<file path="src/rtl/ptp_pkg.sv">
package ptp_pkg;
  localparam int unsigned NS_PER_SEC = 32'd1_000_000_000;

  typedef enum logic {
    ADJ_ADD = 1'b0,
    ADJ_SUB = 1'b1
  } adj_dir_e;
endpackage

</file>
<file path="src/rtl/ptp_sync_pairer.sv">
module ptp_sync_pairer #(
  parameter int SEC_W = 48,
  parameter int NS_W  = 30,
  parameter int SEQ_W = 16
) (
  input  logic             clk,
  input  logic             rst_n,
  input  logic             sync_vld,
  input  logic [SEQ_W-1:0] sync_seq,
  input  logic [SEC_W-1:0] sync_sec,
  input  logic [NS_W-1:0]  sync_ns,
  input  logic             fup_vld,
  input  logic [SEQ_W-1:0] fup_seq,
  output logic             sync_evt,
  output logic             pair_hit,
  output logic [SEC_W-1:0] t5_sec,
  output logic [NS_W-1:0]  t5_ns
);
  logic             pend_q, pend_d;
  logic [SEQ_W-1:0] seq_q, seq_d;
  logic [SEC_W-1:0] sec_q, sec_d;
  logic [NS_W-1:0]  ns_q, ns_d;
  logic             evt_q;
  logic             load_en;

  assign pair_hit = fup_vld & pend_q & (fup_seq == seq_q);
  assign load_en  = sync_vld;

  always_comb begin
    pend_d = pend_q;
    seq_d  = seq_q;
    sec_d  = sec_q;
    ns_d   = ns_q;
    if (load_en) begin
      pend_d = 1'b1;
      seq_d  = sync_seq;
      sec_d  = sync_sec;
      ns_d   = sync_ns;
    end else if (pair_hit) begin
      pend_d = 1'b0;
    end
  end

  always_ff @(posedge clk or negedge rst_n) begin
    if (!rst_n) begin
      pend_q <= 1'b0;
      seq_q  <= '0;
      sec_q  <= '0;
      ns_q   <= '0;
      evt_q  <= 1'b0;
    end else begin
      pend_q <= pend_d;
      evt_q  <= sync_vld;
      if (load_en) begin
        seq_q <= seq_d;
        sec_q <= sec_d;
        ns_q  <= ns_d;
      end
    end
  end

  assign sync_evt = evt_q;
  assign t5_sec   = sec_q;
  assign t5_ns    = ns_q;

  AST_EVT_ON_SYNC: assert property (@(posedge clk) disable iff (!rst_n)
    sync_vld |=> sync_evt);
  AST_NO_EVT_FUP: assert property (@(posedge clk) disable iff (!rst_n)
    (fup_vld && !sync_vld) |=> !sync_evt);
  AST_PEND_CLEARS: assert property (@(posedge clk) disable iff (!rst_n)
    (pair_hit && !sync_vld) |=> !pend_q);
endmodule

</file>
<file path="src/rtl/ptp_offset_calc.sv">
module ptp_offset_calc #(
  parameter int SEC_W = 48,
  parameter int NS_W  = 30,
  parameter int MAG_W = 30
) (
  input  logic             clk,
  input  logic             rst_n,
  input  logic             pair_hit,
  input  logic [SEC_W-1:0] t5_sec,
  input  logic [NS_W-1:0]  t5_ns,
  input  logic [SEC_W-1:0] org_sec,
  input  logic [NS_W-1:0]  org_ns,
  input  logic [NS_W-1:0]  peer_delay,
  output logic             adj_vld,
  output logic             adj_dir,
  output logic [MAG_W-1:0] adj_mag,
  output logic             adj_oor
);
  import ptp_pkg::*;

  localparam int DW = SEC_W + NS_W + 4;
  localparam logic [NS_W:0]          NSPS_N = (NS_W+1)'(NS_PER_SEC);
  localparam logic signed [DW-1:0]   NSPS_D = DW'(NS_PER_SEC);

  // stage 1: t6 = origin + peer delay, with nanosecond wrap
  logic [NS_W:0]     ns_sum, ns_wrap;
  logic              carry;
  logic [SEC_W-1:0]  t6_sec_d;
  logic [NS_W-1:0]   t6_ns_d;

  always_comb begin
    ns_sum   = {1'b0, org_ns} + {1'b0, peer_delay};
    carry    = (ns_sum >= NSPS_N);
    ns_wrap  = carry ? (ns_sum - NSPS_N) : ns_sum;
    t6_ns_d  = ns_wrap[NS_W-1:0];
    t6_sec_d = org_sec + SEC_W'(carry);
  end

  logic              s1_vld_q;
  logic [SEC_W-1:0]  s1_t6_sec_q, s1_t5_sec_q;
  logic [NS_W-1:0]   s1_t6_ns_q, s1_t5_ns_q;

  always_ff @(posedge clk or negedge rst_n) begin
    if (!rst_n) begin
      s1_vld_q    <= 1'b0;
      s1_t6_sec_q <= '0;
      s1_t6_ns_q  <= '0;
      s1_t5_sec_q <= '0;
      s1_t5_ns_q  <= '0;
    end else begin
      s1_vld_q <= pair_hit;
      if (pair_hit) begin
        s1_t6_sec_q <= t6_sec_d;
        s1_t6_ns_q  <= t6_ns_d;
        s1_t5_sec_q <= t5_sec;
        s1_t5_ns_q  <= t5_ns;
      end
    end
  end

  // stage 2: signed nanosecond difference, magnitude and range
  logic signed [SEC_W:0]  sec_diff;
  logic signed [NS_W:0]   ns_diff;
  logic signed [DW-1:0]   sec_part, ns_part, total, abs_val;
  logic                   is_pos, oor_d;
  logic [MAG_W-1:0]       mag_d;
  adj_dir_e               dir_d;

  always_comb begin
    sec_diff = $signed({1'b0, s1_t6_sec_q}) - $signed({1'b0, s1_t5_sec_q});
    ns_diff  = $signed({1'b0, s1_t6_ns_q}) - $signed({1'b0, s1_t5_ns_q});
    sec_part = {{(DW-SEC_W-1){sec_diff[SEC_W]}}, sec_diff} * NSPS_D;
    ns_part  = {{(DW-NS_W-1){ns_diff[NS_W]}}, ns_diff};
    total    = sec_part + ns_part;
    is_pos   = !total[DW-1] && (total != '0);
    abs_val  = total[DW-1] ? -total : total;
    oor_d    = |abs_val[DW-1:MAG_W];
    mag_d    = abs_val[MAG_W-1:0];
    dir_d    = is_pos ? ADJ_ADD : ADJ_SUB;
  end

  logic             vld_q, oor_q, dir_q;
  logic [MAG_W-1:0] mag_q;

  always_ff @(posedge clk or negedge rst_n) begin
    if (!rst_n) begin
      vld_q <= 1'b0;
      oor_q <= 1'b0;
      dir_q <= 1'b0;
      mag_q <= '0;
    end else begin
      vld_q <= s1_vld_q & ~oor_d;
      oor_q <= s1_vld_q & oor_d;
      if (s1_vld_q) begin
        dir_q <= dir_d;
        mag_q <= mag_d;
      end
    end
  end

  assign adj_vld = vld_q;
  assign adj_oor = oor_q;
  assign adj_dir = dir_q;
  assign adj_mag = mag_q;

  AST_T6_NS_RANGE: assert property (@(posedge clk) disable iff (!rst_n)
    s1_vld_q |-> (s1_t6_ns_q < NSPS_N[NS_W-1:0]));
  AST_OUT_FROM_PAIR: assert property (@(posedge clk) disable iff (!rst_n)
    (adj_vld || adj_oor) |-> $past(s1_vld_q));
  AST_ZERO_IS_SUB: assert property (@(posedge clk) disable iff (!rst_n)
    (adj_vld && adj_mag == '0) |-> adj_dir);
  AST_OOR_NO_ADJ: assert property (@(posedge clk) disable iff (!rst_n)
    adj_oor |-> !adj_vld);
endmodule

</file>
<file path="src/rtl/ptp_timeout_watch.sv">
module ptp_timeout_watch #(
  parameter int CNT_W = 16
) (
  input  logic             clk,
  input  logic             rst_n,
  input  logic             tick,
  input  logic             msg,
  input  logic [CNT_W-1:0] limit,
  output logic             expired
);
  logic             arm_q, arm_d;
  logic [CNT_W-1:0] cnt_q, cnt_d;
  logic             cnt_en;

  always_comb begin
    arm_d  = 1'b1;
    cnt_d  = cnt_q;
    cnt_en = 1'b0;
    if (!arm_q || msg) begin
      cnt_d  = limit;
      cnt_en = 1'b1;
    end else if (tick && cnt_q != '0) begin
      cnt_d  = cnt_q - 1'b1;
      cnt_en = 1'b1;
    end
  end

  always_ff @(posedge clk or negedge rst_n) begin
    if (!rst_n) begin
      arm_q <= 1'b0;
      cnt_q <= '0;
    end else begin
      arm_q <= arm_d;
      if (cnt_en) cnt_q <= cnt_d;
    end
  end

  assign expired = arm_q & (cnt_q == '0);

  AST_CNT_RELOAD: assert property (@(posedge clk) disable iff (!rst_n)
    (arm_q && msg) |=> (cnt_q == $past(limit)));
  AST_CNT_NO_RISE: assert property (@(posedge clk) disable iff (!rst_n)
    (arm_q && !msg) |=> (cnt_q <= $past(cnt_q)));
endmodule

</file>
<file path="src/rtl/ptp_offset_corrector.sv">
module ptp_offset_corrector #(
  parameter int SEC_W = 48,
  parameter int NS_W  = 30,
  parameter int SEQ_W = 16,
  parameter int MAG_W = 30,
  parameter int TO_W  = 16
) (
  input  logic             clk,
  input  logic             rst_n,
  input  logic             tick,
  input  logic             sync_vld,
  input  logic [SEQ_W-1:0] sync_seq,
  input  logic [SEC_W-1:0] sync_sec,
  input  logic [NS_W-1:0]  sync_ns,
  input  logic             fup_vld,
  input  logic [SEQ_W-1:0] fup_seq,
  input  logic [SEC_W-1:0] fup_sec,
  input  logic [NS_W-1:0]  fup_ns,
  input  logic             ann_vld,
  input  logic [NS_W-1:0]  peer_delay_ns,
  input  logic [TO_W-1:0]  sync_to_limit,
  input  logic [TO_W-1:0]  ann_to_limit,
  output logic             sync_evt,
  output logic             adj_vld,
  output logic             adj_dir,
  output logic [MAG_W-1:0] adj_mag,
  output logic             adj_oor,
  output logic             become_master
);
  localparam int N_WATCH = 2;

  logic             pair_hit;
  logic [SEC_W-1:0] t5_sec;
  logic [NS_W-1:0]  t5_ns;

  ptp_sync_pairer #(.SEC_W(SEC_W), .NS_W(NS_W), .SEQ_W(SEQ_W)) u_pair (
    .clk(clk), .rst_n(rst_n),
    .sync_vld(sync_vld), .sync_seq(sync_seq), .sync_sec(sync_sec), .sync_ns(sync_ns),
    .fup_vld(fup_vld), .fup_seq(fup_seq),
    .sync_evt(sync_evt), .pair_hit(pair_hit), .t5_sec(t5_sec), .t5_ns(t5_ns)
  );

  ptp_offset_calc #(.SEC_W(SEC_W), .NS_W(NS_W), .MAG_W(MAG_W)) u_calc (
    .clk(clk), .rst_n(rst_n), .pair_hit(pair_hit),
    .t5_sec(t5_sec), .t5_ns(t5_ns), .org_sec(fup_sec), .org_ns(fup_ns),
    .peer_delay(peer_delay_ns),
    .adj_vld(adj_vld), .adj_dir(adj_dir), .adj_mag(adj_mag), .adj_oor(adj_oor)
  );

  logic [N_WATCH-1:0] msg_v;
  logic [TO_W-1:0]    lim_v [N_WATCH];
  logic [N_WATCH-1:0] exp_v;

  assign msg_v[0] = sync_vld;
  assign msg_v[1] = ann_vld;
  assign lim_v[0] = sync_to_limit;
  assign lim_v[1] = ann_to_limit;

  for (genvar g = 0; g < N_WATCH; g++) begin : g_watch
    ptp_timeout_watch #(.CNT_W(TO_W)) u_watch (
      .clk(clk), .rst_n(rst_n), .tick(tick),
      .msg(msg_v[g]), .limit(lim_v[g]), .expired(exp_v[g])
    );
  end

  assign become_master = |exp_v;

  AST_MASTER_CLEARS: assert property (@(posedge clk) disable iff (!rst_n)
    (become_master && !sync_vld && !ann_vld) |=> become_master);
endmodule

</file>
<file path="config.mk">
export PLATFORM = sky130hd
export DESIGN_NAME = ptp_offset_corrector
export DESIGN_NICKNAME = d
export VERILOG_FILES = /design/src/rtl/ptp_pkg.sv /design/src/rtl/ptp_sync_pairer.sv /design/src/rtl/ptp_offset_calc.sv /design/src/rtl/ptp_timeout_watch.sv /design/src/rtl/ptp_offset_corrector.sv
export SDC_FILE = /design/constraint.sdc
export NUM_CORES = 2
export LEC_CHECK = 0
export ABC_AREA = 1
export BUFFER_PORTS_ARGS = -buffer_cell sky130_fd_sc_hd__buf_2
export CAP_MARGIN = 20
export CORE_ASPECT_RATIO = 0.7
export CORE_MARGIN = 3
export CORE_UTILIZATION = 60
export DETAILED_ROUTE_END_ITERATION = 8
export PLACE_DENSITY = 0.83
export SKIP_LAST_GASP = 1
export SYNTH_ARGS = -nofsm -noshare
export SYNTH_HDL_FRONTEND = slang
export SYNTH_SLANG_ARGS = --single-unit
</file>
<file path="constraint.sdc">
create_clock -name clk -period 33.3 [get_ports clk]
set_clock_uncertainty 0.15 [all_clocks]
set_input_delay 3.33 -clock clk [delete_from_list [all_inputs] [get_ports clk]]
set_output_delay 3.33 -clock clk [all_outputs]
set_load 0.05 [all_outputs]
</file>
==> metrics <==
Hold-fix buffers, CTS 0; Max Cap Viol 0; syn nets 9035; Avg Inst Size Synth 6.854 sq um; Psw 3.472 mW; Setup-failing EPs final 0; first-pass GRT wire length ~280000 microns; Final nets a little over 9000; largest net degree at the start of global routing 160; commonest cells after routing, fill and taps aside 2075 x nand2_1, 1772 x inv_1, 658 x nor2_1; Final Non-Filler Cells 9213; dpl cells about 9000; worst setup path category flop to flop; Worst Hold Class flop to flop; vias per inst roughly 5.7; Max Freq about 0.07 GHz; clock-pin transition on the worst setup and hold timing paths 60 ps; CP startpoint kind flop; post-synthesis cell area 53120 sq um; Setup TNS 0 ps; total CTS buffers 36; htree depth 2; power per cell area between 90 and 100 nW/um^2; most common cell after layout, fill and taps aside nand2_1; number of port buffers 290; unrepaired setup endpoints after global routing no; Core ar. approximately 87000 sq um; final worst path period share 43.07%; CP most frequent cell nand2_1; CTS tree done; crit path max fanout 27; WL/cell roughly 20 microns; post_cts resized 0; # fillers roughly 7700; drt drc 0; initial antenna violation count 8; Syn-to-layout area delta 7.690%; Clock Latency Late Sink between 500 and 600 ps; critical path's slowest cell xor2_1; # IOs about 290; post-layout min period 14340 ps; Slew @ Worst Pin approximately 1200 ps; clock share of power 7.3%; Slew HR 21.17%; Cell Rows 90; grt total ovfl 0; Crit path required time roughly 34000 ps; VDD IR-drop max between 70 and 80 uV; TritonCTS Sinks approximately 320; DRT Wirelength between 150000 and 200000 microns; Gate power share 85.2%; Initial Util 61.11%; starting DRC count in detailed routing 6343; Pins Over Slew Limit 0; Seq pwr share 7.5%; synth unique cells ~70; nature of the critical path endpoint flop; Horiz. Die Dim 361.6 microns; Synth Warn # 0; outcome complete, no violations; Longest Clk Path Bufs 3; layout cells sized above 1 6.555%; GRT Total Usage around two fifths; register area share after synthesis between 10% and 20%; slowest cell delay on critical path around 800 ps; antenna viol nets, final 0; Hold Fails Final Rpt 0; Synth Instances just under 8000; DPL Wire Length ~160000 microns; Root Driver clkbuf_16; WP data arrival 14630 ps; switching share of power 63.61%; First-pass DRT Iterations 7; Pint about 2.0 mW; Die Y 255.0 microns; post-CTS setup buffer count 0; Leak between 30 and 40 nW; gpl congestion approximately 1.1; vias in the first global route around 49000; DR vias approximately 52000; Yosys reg bits 319; Die Area slightly above 90000 sq um
-- worst paths after layout --
path	from	end	slack (ps)	cells after the start
max	u_calc.s1_t5_sec_q[0]	u_calc.adj_oor	18960	60
min	u_calc.adj_mag[21]	u_calc.adj_mag[21]	330	2
max reg2reg	u_calc.s1_t5_sec_q[0]	u_calc.adj_oor	18960	60
min reg2reg	u_calc.adj_mag[21]	u_calc.adj_mag[21]	330	2
max in group asynchronous	rst_n	u_pair.t5_sec[6]	29040	2
min in group asynchronous	rst_n	g_watch[1].u_watch.cnt_q[1]	2580	1
-- synth_stat cells, drive strengths merged --
| library cell | instances | area (sq um) |
|---|---|---|
| clkbuf | 64 | 240.2 |
| and3 | 3 | 23.77 |
| nor3 | 73 | 386.6 |
| ha | 502 | 6281 |
| nand2 | 2114 | 8048 |
| nor2 | 696 | 2738 |
| o221ai | 10 | 87.58 |
| o211a | 1 | 10.01 |
| o41ai | 1 | 8.760 |
| xor2 | 174 | 1524 |
| a31oi | 49 | 306.5 |
| clkinv | 3 | 11.26 |
| o211ai | 27 | 207.7 |
| conb | 2 | 7.510 |
| or2 | 12 | 75.08 |
| nand3 | 370 | 1932 |
| dfrtp | 319 | 7983 |
| a21oi | 308 | 1553 |
| o21bai | 25 | 198.9 |
| o21ai | 345 | 1745 |
| a2111oi | 1 | 8.760 |
| or3b | 3 | 26.28 |
| buf | 25 | 168.9 |
| o21a | 9 | 67.56 |
| and2 | 8 | 50.05 |
| o311ai | 2 | 17.52 |
| a211oi | 3 | 27.52 |
| nand4 | 91 | 581.8 |
| a31o | 1 | 8.760 |
| nor4 | 34 | 219.0 |
| nor3b | 5 | 42.54 |
| or4 | 4 | 30.03 |
| xnor2 | 80 | 708.2 |
| nand3b | 17 | 127.6 |
| o2111ai | 4 | 35.03 |
| a21o | 16 | 120.1 |
| a22oi | 1 | 7.510 |
| a221oi | 3 | 26.28 |
| inv | 1786 | 6704 |
| a21boi | 7 | 56.30 |
| o31a | 1 | 8.760 |
| fa | 526 | 10530 |
| o22ai | 9 | 56.30 |
| o31ai | 17 | 127.6 |
-- power groups by stage --
stage | combinational, mW | sequential (mW) | clock (mW)
after floorplan | 3.05 | 0.415 | 0
after global placement | 4.46 | 0.416 | 0
after detailed placement | 4.50 | 0.416 | 0
after CTS | 4.53 | 0.409 | 0.401
after global routing | 5.10 | 0.411 | 0.419
final | 4.65 | 0.410 | 0.396
-- layer usage --
metal / global-route usage [%] / up-vias / routed length [microns]
li1: - / 24390 / -
met1: 59.08 / 24530 / 80420
met2: 55.26 / 2882 / 71940
met3: 9.865 / 272 / 23580
met4: 8.527 / 10 / 4245
met5: 0 / - / 53
-- critical path: cells and delay by family, from the launching register on --
family,cells,cell delay (ps)
compound gates,16,4380
xor+xnor,2,1080
fa+ha+maj,11,4630
buf+inv,9,740
flops,1,390
simple gates,22,2860
-- registers in the layout (all words and copies together), names as in the netlist --
register / flops
u_calc.s1_t6_sec_q: 48
u_calc.adj_vld: 1
g_watch.u_watch.cnt_q: 32
u_pair.sync_evt: 1
u_calc.s1_t5_ns_q: 30
u_calc.s1_t5_sec_q: 48
u_calc.s1_t6_ns_q: 30
u_pair.t5_ns: 30
u_pair.seq_q: 16
u_pair.pend_q: 1
g_watch.u_watch.arm_q: 1
u_calc.adj_mag: 30
u_calc.s1_vld_q: 1
u_calc.adj_dir: 1
u_pair.t5_sec: 48
u_calc.adj_oor: 1
-- final cells by class --
class                      instances  area [sq um]  area share [%]
tap                             1150          1439           2.515
clock buffer                      50          1023           1.789
timing repair buffer             332          1824           3.189
clock inverter                    11         141.4          0.2471
antenna                            8         20.02         0.03499
multi-input combinational       5554         38060           66.53
sequential                       319          7983           13.95
inverter                        1789          6715           11.74
-- through the flow --
stage               setup slack, ps  util [%]  total power, mW  hold WS, ps  area, sq um
floorplan                     22250         -            3.469        291.7        53120
global placement              19220     64.36            4.874        310.7        55950
detailed placement            19060     64.36            4.917        314.2        55950
CTS                           19020     65.70            5.336        329.7        57120
global route                  18190     65.79            5.935        349.2        57190
finish                        18960     65.81            5.459        327.7        57210
-- logic make-up (layout without fill, tap and decap cells) --
| family | count (synthesis) | in the layout | share of synthesized area (%) |
|---|---|---|---|
| and+or+nand+nor | 3430 | 3430 | 26.88 |
| AOI/OAI and AO/OA | 840 | 840 | 8.820 |
| DFF | 319 | 319 | 15.03 |
| xor gates and xnor gates | 254 | 254 | 4.202 |
| buffers and inverters | 1878 | 2182 | 13.41 |
| adders and majority gates | 1028 | 1028 | 31.65 |
| other | 2 | 10 | 0.01414 |
(Power assumes the default switching activity.)
